$ cat src/rtl/irq_hub_pkg.sv
// Shared constants for the interrupt status unit: the host register offsets.
package irq_hub_pkg;
    localparam int unsigned OFF_STATUS = 32'h24;
    localparam int unsigned OFF_RAISE  = 32'h60;
    localparam int unsigned OFF_LOWER  = 32'h64;
endpackage

$ cat src/rtl/irq_hub_regif.sv
// Host register decode. It turns writes at the set and clear offsets into
// masks plus strobes, and it muxes the status word onto the read bus.
// It assumes a single-cycle write strobe and a combinational read.
module irq_hub_regif
    import irq_hub_pkg::*;
#(
    parameter int DATA_W = 32,
    parameter int ADDR_W = 8
) (
    input  logic              host_wr,
    input  logic [ADDR_W-1:0] host_addr,
    input  logic [DATA_W-1:0] host_wdata,
    input  logic [DATA_W-1:0] status_q,
    output logic              host_raise_hit,
    output logic              host_lower_hit,
    output logic [DATA_W-1:0] host_raise_mask,
    output logic [DATA_W-1:0] host_lower_mask,
    output logic [DATA_W-1:0] host_rdata
);
    localparam logic [ADDR_W-1:0] A_STATUS = ADDR_W'(OFF_STATUS);
    localparam logic [ADDR_W-1:0] A_RAISE  = ADDR_W'(OFF_RAISE);
    localparam logic [ADDR_W-1:0] A_LOWER  = ADDR_W'(OFF_LOWER);

    // Decode write strobes for the set and clear offsets.
    always_comb begin
        host_raise_hit  = host_wr && (host_addr == A_RAISE);
        host_lower_hit  = host_wr && (host_addr == A_LOWER);
        host_raise_mask = host_raise_hit ? host_wdata : '0;
        host_lower_mask = host_lower_hit ? host_wdata : '0;
    end

    // Read mux: only the status offset returns data.
    always_comb begin
        host_rdata = (host_addr == A_STATUS) ? status_q : '0;
    end
endmodule

$ cat src/rtl/irq_hub_status.sv
// Pending-cause register. Each bit clears first and sets second, so a cause
// that is set and cleared in the same cycle stays pending. The module also
// reports whether this cycle holds set or clear events and whether the next
// value is nonzero.
module irq_hub_status #(
    parameter int DATA_W = 32
) (
    input  logic              clk,
    input  logic              rst_n,
    input  logic [DATA_W-1:0] src_raise,
    input  logic [DATA_W-1:0] src_lower,
    input  logic              host_raise_hit,
    input  logic              host_lower_hit,
    input  logic [DATA_W-1:0] host_raise_mask,
    input  logic [DATA_W-1:0] host_lower_mask,
    output logic [DATA_W-1:0] status_q,
    output logic              raise_ev,
    output logic              lower_ev,
    output logic              next_nz
);
    logic [DATA_W-1:0] set_m;
    logic [DATA_W-1:0] clr_m;
    logic [DATA_W-1:0] status_d;

    // Merge the source and host masks and classify this cycle's events.
    always_comb begin
        set_m    = src_raise | host_raise_mask;
        clr_m    = src_lower | host_lower_mask;
        raise_ev = host_raise_hit || (|src_raise);
        lower_ev = host_lower_hit || (|src_lower);
    end

    // One flop per cause bit: clear has priority below set.
    for (genvar b = 0; b < DATA_W; b++) begin : g_bit
        always_comb status_d[b] = (status_q[b] & ~clr_m[b]) | set_m[b];

        // Hold or update this cause bit.
        always_ff @(posedge clk) begin
            if (!rst_n) status_q[b] <= 1'b0;
            else        status_q[b] <= status_d[b];
        end
    end

    // Flag whether any cause remains pending after this edge.
    always_comb next_nz = |status_d;
endmodule

$ cat src/rtl/irq_hub_deliver.sv
// Delivery stage. In legacy mode it drives a level that a set operation
// raises and a clear operation to zero drops. In message mode it emits a
// one-cycle pulse per set operation. It assumes the event flags describe
// the same edge as next_nz.
module irq_hub_deliver (
    input  logic clk,
    input  logic rst_n,
    input  logic msi_enable,
    input  logic raise_ev,
    input  logic lower_ev,
    input  logic next_nz,
    output logic intx,
    output logic msi_req
);
    // Message pulse: one cycle for each set operation that leaves causes pending.
    always_ff @(posedge clk) begin
        if (!rst_n) msi_req <= 1'b0;
        else        msi_req <= msi_enable && raise_ev && next_nz;
    end

    // Legacy level: set on a set event, released only by a clear event to zero.
    always_ff @(posedge clk) begin
        if (!rst_n) begin
            intx <= 1'b0;
        end else if (!msi_enable) begin
            if (raise_ev && next_nz)        intx <= 1'b1;
            else if (lower_ev && !next_nz)  intx <= 1'b0;
        end
    end
endmodule

$ cat src/rtl/irq_hub.sv
// Top of the interrupt status unit: host decode, status register, delivery.
// It assumes the host port is synchronous to clk with a one-cycle strobe.
module irq_hub #(
    parameter int DATA_W = 32,
    parameter int ADDR_W = 8
) (
    input  logic              clk,
    input  logic              rst_n,
    input  logic [DATA_W-1:0] src_raise,
    input  logic [DATA_W-1:0] src_lower,
    input  logic              host_wr,
    input  logic [ADDR_W-1:0] host_addr,
    input  logic [DATA_W-1:0] host_wdata,
    output logic [DATA_W-1:0] host_rdata,
    input  logic              msi_enable,
    output logic              intx,
    output logic              msi_req
);
    logic [DATA_W-1:0] status_q;
    logic [DATA_W-1:0] h_set_m;
    logic [DATA_W-1:0] h_clr_m;
    logic              h_set_hit;
    logic              h_clr_hit;
    logic              raise_ev;
    logic              lower_ev;
    logic              next_nz;

    irq_hub_regif #(.DATA_W(DATA_W), .ADDR_W(ADDR_W)) u_regif (
        .host_wr         (host_wr),
        .host_addr       (host_addr),
        .host_wdata      (host_wdata),
        .status_q        (status_q),
        .host_raise_hit  (h_set_hit),
        .host_lower_hit  (h_clr_hit),
        .host_raise_mask (h_set_m),
        .host_lower_mask (h_clr_m),
        .host_rdata      (host_rdata)
    );

    irq_hub_status #(.DATA_W(DATA_W)) u_status (
        .clk             (clk),
        .rst_n           (rst_n),
        .src_raise       (src_raise),
        .src_lower       (src_lower),
        .host_raise_hit  (h_set_hit),
        .host_lower_hit  (h_clr_hit),
        .host_raise_mask (h_set_m),
        .host_lower_mask (h_clr_m),
        .status_q        (status_q),
        .raise_ev        (raise_ev),
        .lower_ev        (lower_ev),
        .next_nz         (next_nz)
    );

    irq_hub_deliver u_deliver (
        .clk        (clk),
        .rst_n      (rst_n),
        .msi_enable (msi_enable),
        .raise_ev   (raise_ev),
        .lower_ev   (lower_ev),
        .next_nz    (next_nz),
        .intx       (intx),
        .msi_req    (msi_req)
    );
endmodule

$ cat config.mk
export PLATFORM = sky130hd
export DESIGN_NAME = irq_hub
export DESIGN_NICKNAME = d
export VERILOG_FILES = /design/src/rtl/irq_hub_pkg.sv /design/src/rtl/irq_hub_regif.sv /design/src/rtl/irq_hub_status.sv /design/src/rtl/irq_hub_deliver.sv /design/src/rtl/irq_hub.sv
export SDC_FILE = /design/constraint.sdc
export NUM_CORES = 1
export LEC_CHECK = 0
export ABC_AREA = 1
export BUFFER_PORTS_ARGS = -buffer_cell sky130_fd_sc_hd__buf_2
export CAP_MARGIN = 10
export CORE_ASPECT_RATIO = 0.5
export CORE_MARGIN = 10
export CORE_UTILIZATION = 43
export CTS_CLUSTER_DIAMETER = 40
export DETAILED_ROUTE_END_ITERATION = 8
export HOLD_SLACK_MARGIN = 0.12
export PLACE_DENSITY = 0.76
export SLEW_MARGIN = 20
export SYNTH_ARGS = -nofsm -noshare
export SYNTH_HDL_FRONTEND = slang
export SYNTH_HIERARCHICAL = 1
export SYNTH_SLANG_ARGS = --single-unit
$ cat constraint.sdc
create_clock -name clk -period 1.8 [get_ports clk]
set_input_delay 0.36 -clock clk [delete_from_list [all_inputs] [get_ports clk]]
set_output_delay 0.36 -clock clk [all_outputs]
set_load 0.02 [all_outputs]
==> Yosys cells after proc, flatten, opt, wreduce, memory -nomap -nowiden <==
Index checks and enable logic that the tools add are counted.
W data, S select, Z words.
{ "totals": {"regBits": 34} }
{ "op_classes": {"n_reduce_logical": 14, "mux": 5, "n_bitwise": 99, "n_eq_ne": 3} }
{ "ops": {"columns": ["cell", "count"], "rows": [
  ["$mux W32", 3],
  ["$reduce_or A32 Y1", 3],
  ["$or A32 B32 Y32", 2],
  ["$not A1 Y1", 33],
  ["$and A1 B1 Y1", 32],
  ["$or A1 B1 Y1", 32],
  ["$eq A8 B7 Y1 const B", 2],
  ["$eq A8 B6 Y1 const B", 1],
  ["$logic_and A1 B1 Y1", 6],
  ["$logic_or A1 B1 Y1", 2],
  ["$mux W1", 2],
  ["$reduce_and A2 Y1", 1],
  ["$reduce_bool A2 Y1", 1],
  ["$logic_not A1 Y1", 1]
]} }

==> Logic depth before layout (Yosys ltp) <==
{ "logic_depth": {"depth_word": 12, "mapped_depth": 18, "depth_no_buf": 16} }

==> Modules after synthesis <==
Netlist, hierarchy kept.
{ "by_module_without_submodules": {"columns": ["mod", "seq_area_each_um2", "instances", "area_per_inst_um2", "cells_each"], "rows": [
  ["irq_hub_status", 640.6, 1, 1697.9, 278],
  ["irq_hub_regif", 0.0, 1, 1271.2, 196],
  ["irq_hub_deliver", 40.0, 1, 80.1, 10]
]} }

==> Worst setup path after synthesis <==
Ideal clock, no wire load.
{ "synth_timing": {"path_type": "input -> register", "startpoint": "input host_addr[6]", "endpoint": "register u_deliver.intx", "cell_stages": 17, "arrival_time_ps": 1785, "required_ps": 1686, "slack_ps": -100, "n_path_buf": 2, "cell_sequence": "inv_2 > nor2_2 > nand2_1 > buf_6 > buf_6 > nor3_2 > or2_1 > a21oi_2 > nand2_1 > nor2_1 > nand2_1 > nor2_1 > nand2_1 > nor2_1 > nand2_1 > nand2_1 > a21oi_2"} }
{ "synth_via": {"word_cells_on_any_way": 113, "classes_between": "eq/ne (2); mux (3); bitwise (98); reduce/logical (10)"} }
{ "synth_rtl": {"columns": ["element", "line_no", "source"], "rows": [
  ["from (decl)", "irq_hub.sv:12", "input logic [ADDR_W-1:0] host_addr,"],
  ["$eq A8 B7 Y1 *", "irq_hub_regif.sv:26", "host_raise_hit = host_wr && (host_addr == A_RAISE);"],
  ["$logic_and A1 B1 Y1 *", "irq_hub_regif.sv:26", null],
  ["$mux W32 *", "irq_hub_regif.sv:28", "host_raise_mask = host_raise_hit ? host_wdata : '0;"],
  ["net h_set_m[29]", "irq_hub.sv:20", "logic [DATA_W-1:0] h_set_m;"],
  ["$or A32 B32 Y32 *", "irq_hub_status.sv:27", "set_m = src_raise | host_raise_mask;"],
  ["$or A1 B1 Y1 *", "irq_hub_status.sv:35", "always_comb status_d[b] = (status_q[b] & ~clr_m[b]) | set_m[b];"],
  ["$reduce_or A32 Y1 *", "irq_hub_status.sv:45", "always_comb next_nz = |status_d;"],
  ["net next_nz", "irq_hub.sv:26", "logic next_nz;"],
  ["$logic_not A1 Y1", "irq_hub_deliver.sv:27", "else if (lower_ev && !next_nz) intx <= 1'b0;"],
  ["$logic_and A1 B1 Y1", "irq_hub_deliver.sv:27", null],
  ["$reduce_bool A2 Y1 (no source line)", null, null],
  ["$reduce_and A2 Y1 (no source line)", null, null],
  ["to (signal assigned)", "irq_hub_deliver.sv:24", "intx <= 1'b0;"],
  ["to (signal assigned)", "irq_hub_deliver.sv:26", "if (raise_ev && next_nz) intx <= 1'b1;"],
  ["to (signal assigned)", "irq_hub_deliver.sv:27", null],
  ["to (decl)", "irq_hub_deliver.sv:12", "output logic intx,"]
]} }
The timed path passes the listed nets; every way through them passes the cells marked *.
A chain may end at the register's enable or synchronous reset.

==> Worst setup path in the final report <==
{ "layout_timing": {"startpoint": "input host_addr[0]", "endpoint": "register u_deliver.intx"} }
Same word-level chain as after synthesis.

==> results.ini <==
[route]
drt-vias-per-instance = 5.77
post-route-drc-count = 0
detail_route.wirelength_mm = 16.0
wl_per_cell_um = 21.1
initialDrtViolationCount = 566
ant_nets = 0
drt_first_pass_iters = 7
vias = 4380

[timing]
final.hold.worst_slack_ps = 370
worst_slew_margin_rel_pct = 58.6
final.min_clock_period_ps = 2260
worst-slew-pin-transition_ps = 620
setup_viol = 34
maxSlewViolCount = 0
timing.fmax_ghz = 0.442
grt_setup_unrepaired = yes
fin_tns_setup_ps = -4190
worst_slack_ps = -463
layout_worst_path_cycle_share_pct = 126
clock_skew_ps = 6.53
final_hold_viol_count = 0

[finish]
multi_input_logic_area_um2 = 2220
finalNetCount = 773
post_route_cells_drive_above_1_share_pct = 54.4
finished_core_util_pct = 77.6
n_fill_cell = 396
regArea_um2 = 681
syn_to_final_growth_pct = 72.5

[worst_setup_path]
timing.critical_path.max_delay_family = simple AND/OR/NAND/NOR gates
worst-path-max-fanout = 6
timing.critical_path.mode_cell = nand2_1
worst-path-buf-inv = 5
cp_data_required_time_ps = 2020
critical_path_arrival_ps = 2480
start_kind = input port
critPathKind = in -> reg
timing.reg2reg.setup_slack_ps = 230
crit_path_top_delay_cell = clkbuf_16
cpPeakStageDelay_ps = 250
timing.critical_path.cells = buf_8 -> nor2_4 -> buf_6 -> nand3_4 -> clkbuf_16 -> nor3_2 -> clkinv_1 -> nand2_1 -> a21oi_2 -> nand2_1 -> nor2_1 -> nand2_1 -> nor2_1 -> nand2_1 -> buf_4 -> nand3b_1 -> a21oi_2
worstSetupEndpointType = flip-flop

[global_routing]
total_global_routing_track_utilization_pct = 20.4
grt_use_met1_pct = 22.5
gr-usage-met3_pct = 5.52
groute.layer.met2.usage_pct = 37.1
gr-total-overflow = 0
global_route_wire_length_before_repair_mm = 19.0
gr-max-usage-layer = met2
grt_antenna_before_repair = 1
grt_max_degree = 33
first_global_vias = 3957

[logic_synthesis]
ys_seq_area_share_pct = 22.3
yosys_most_used_dff = dfxtp_1
ys_async_sr_fraction_pct = 0
netlist-cell-type-count = 23
ys_ff_latch = 34
synth_commonest_cells = nor2_1, inv_1, nand2_1, nor3_2, nor3_1
synth_area_leaders = dfxtp_1, nor3_2, nor2_1
synth_warnings = 6
synth.top_cell.area_share_pct = 22.3
yosysMostFrequentCell = nor2_1
postSynthCellCount = 484
synthesis.area_per_instance_um2 = 6.30
netlist_area_um2 = 3050
synth_nets = 592
synth_largest_area_cell = dfxtp_1
synth_enable_flop_cells = 0

[clock_tree]
cts_tree = done
htree_levels = 2
cts_num_sinks = 34
ctsLongestPathBuffers = 2
clock-root-buffer = clkbuf_16
cts_buffers = 5
clk_pin_slew_worst_paths_ps = 60
clock_insertion_delay_worst_skew_ps = 280

[placed_design]
placement.io_buffers = 141
globalplace.congestion = 0.900
dpl.hpwl_mm = 8.35
detailedPlace.worstSlack_ps = -427

[hold_path]
min_path_type = in -> reg

[power]
pwr_density_cell_nw_per_um2 = 458
p_leak_nw = 2.54
vdd_drop_max_mv = 0.359

[floorplan]
ios = 142
design.core.area_um2 = 6780
die_area_um2 = 11100
die_height_um = 79.5
die_width_um = 139
num_rows = 21
start_util_pct = 45.0

[outcome]
result_of_the_run = finished, violations left
failing_checks = negative setup slack

[run]
maxCapViolations = 0

==> worst register-to-register path, cell delays in order (launching register included) <==
cell and delay, ps:
dfxtp_1 330, a21oi_1 210, nand2_1 70, nor2_1 200, nand2_1 90, nor2_1 120, nand2_1 110, nor2_1 120
nand2_1 90, nand2_2 80, a21oi_2 50
==> routing by layer <==
layer | routed length, um | share of wire [%]
met1 | 5260 | 33
met2 | 7550 | 47
met3 | 1990 | 12
met4 | 1210 | 7.5
met5 | 0 | 0
==> final cells by class <==
cell class / instances / share of cell area (%)
flip-flops and latches: 34 / 12.9
inverters: 111 / 8.07
multi-input cells: 317 / 42.2
clock inverters: 1 / 0.0952
diodes: 1 / 0.0476
well taps: 92 / 2.19
repair buffers: 196 / 31.7
clock buffers: 7 / 2.71
==> cells by family (layout without fill, tap and decap cells) <==
family	after synthesis	in the layout	share of synthesized area (%)
other	0	1	0
AO/OA/AOI/OAI	30	30	6.28
buffers and inverters	133	315	19.5
flip-flops	34	34	22.3
AND/OR/NAND/NOR	287	287	51.9
==> cell usage in the layout (no fill, tap or decap) <==
| cell | n |
|---|---|
| nand2_2 | 4 |
| nor3_1 | 8 |
| nand2_1 | 51 |
| nand2_4 | 1 |
| clkbuf_16 | 11 |
| buf_2 | 102 |
| nor2_2 | 4 |
| nor3_4 | 25 |
| buf_8 | 3 |
| buf_16 | 4 |
| clkbuf_1 | 1 |
| nor3_2 | 66 |
| clkinv_1 | 15 |
| nor2_4 | 5 |
| dfxtp_1 | 34 |
| a21oi_2 | 22 |
| inv_4 | 3 |
| and2_4 | 3 |
| diode_2 | 1 |
| inv_2 | 23 |
| nand4_1 | 4 |
| clkinv_2 | 1 |
| inv_1 | 70 |
| nor4_1 | 5 |
| or2_1 | 9 |
| buf_12 | 12 |
| a21oi_1 | 8 |
| buf_6 | 25 |
| clkbuf_8 | 1 |
| buf_4 | 44 |
| nand3b_1 | 1 |
| nand3_4 | 3 |
| nor2_1 | 94 |
| nand3_1 | 4 |
==> power by group <==
group          internal (mW)  switching (mW)  total (mW)
combinational          0.281           0.399       0.680
clock                  0.549           0.340       0.890
sequential             0.803          0.0360       0.839
==> what timing repair did <==
item | in CTS | in global routing
pin swaps | 26 | 32
resized for setup | 39 | 138
cloned | 4 | 7
setup buffers | 13 | 3
endpoints found under the setup margin | 19 | 28
hold buffers | 0 | 0
==> registers in the layout, indices dropped and copies added, names as in the netlist <==
signal	count
u_deliver/msi_req	1
u_status/status_q	32
u_deliver/intx	1
==> worst paths after layout <==
check	start	to	cells after the start
max	host_addr[0]	u_deliver/intx	17
min	msi_enable	u_deliver/msi_req	3
max reg2reg	u_status/status_q[0]	u_deliver/intx	10
min reg2reg	u_deliver/intx	u_deliver/intx	2
==> stage by stage <==
| stage | std cells | area (um^2) | total power, mW |
|---|---|---|---|
| 6_report | 759 | 5260 | 2.41 |
| 3_3_place_gp | 723 | 3990 | 1.32 |
| 4_1_cts | 748 | 4520 | 2.24 |
| 5_1_grt | 759 | 5260 | 2.49 |
| 2_1_floorplan | 484 | 3050 | 1.10 |
| 3_5_place_dp | 723 | 3990 | 1.33 |
(Power assumes the default switching activity.)
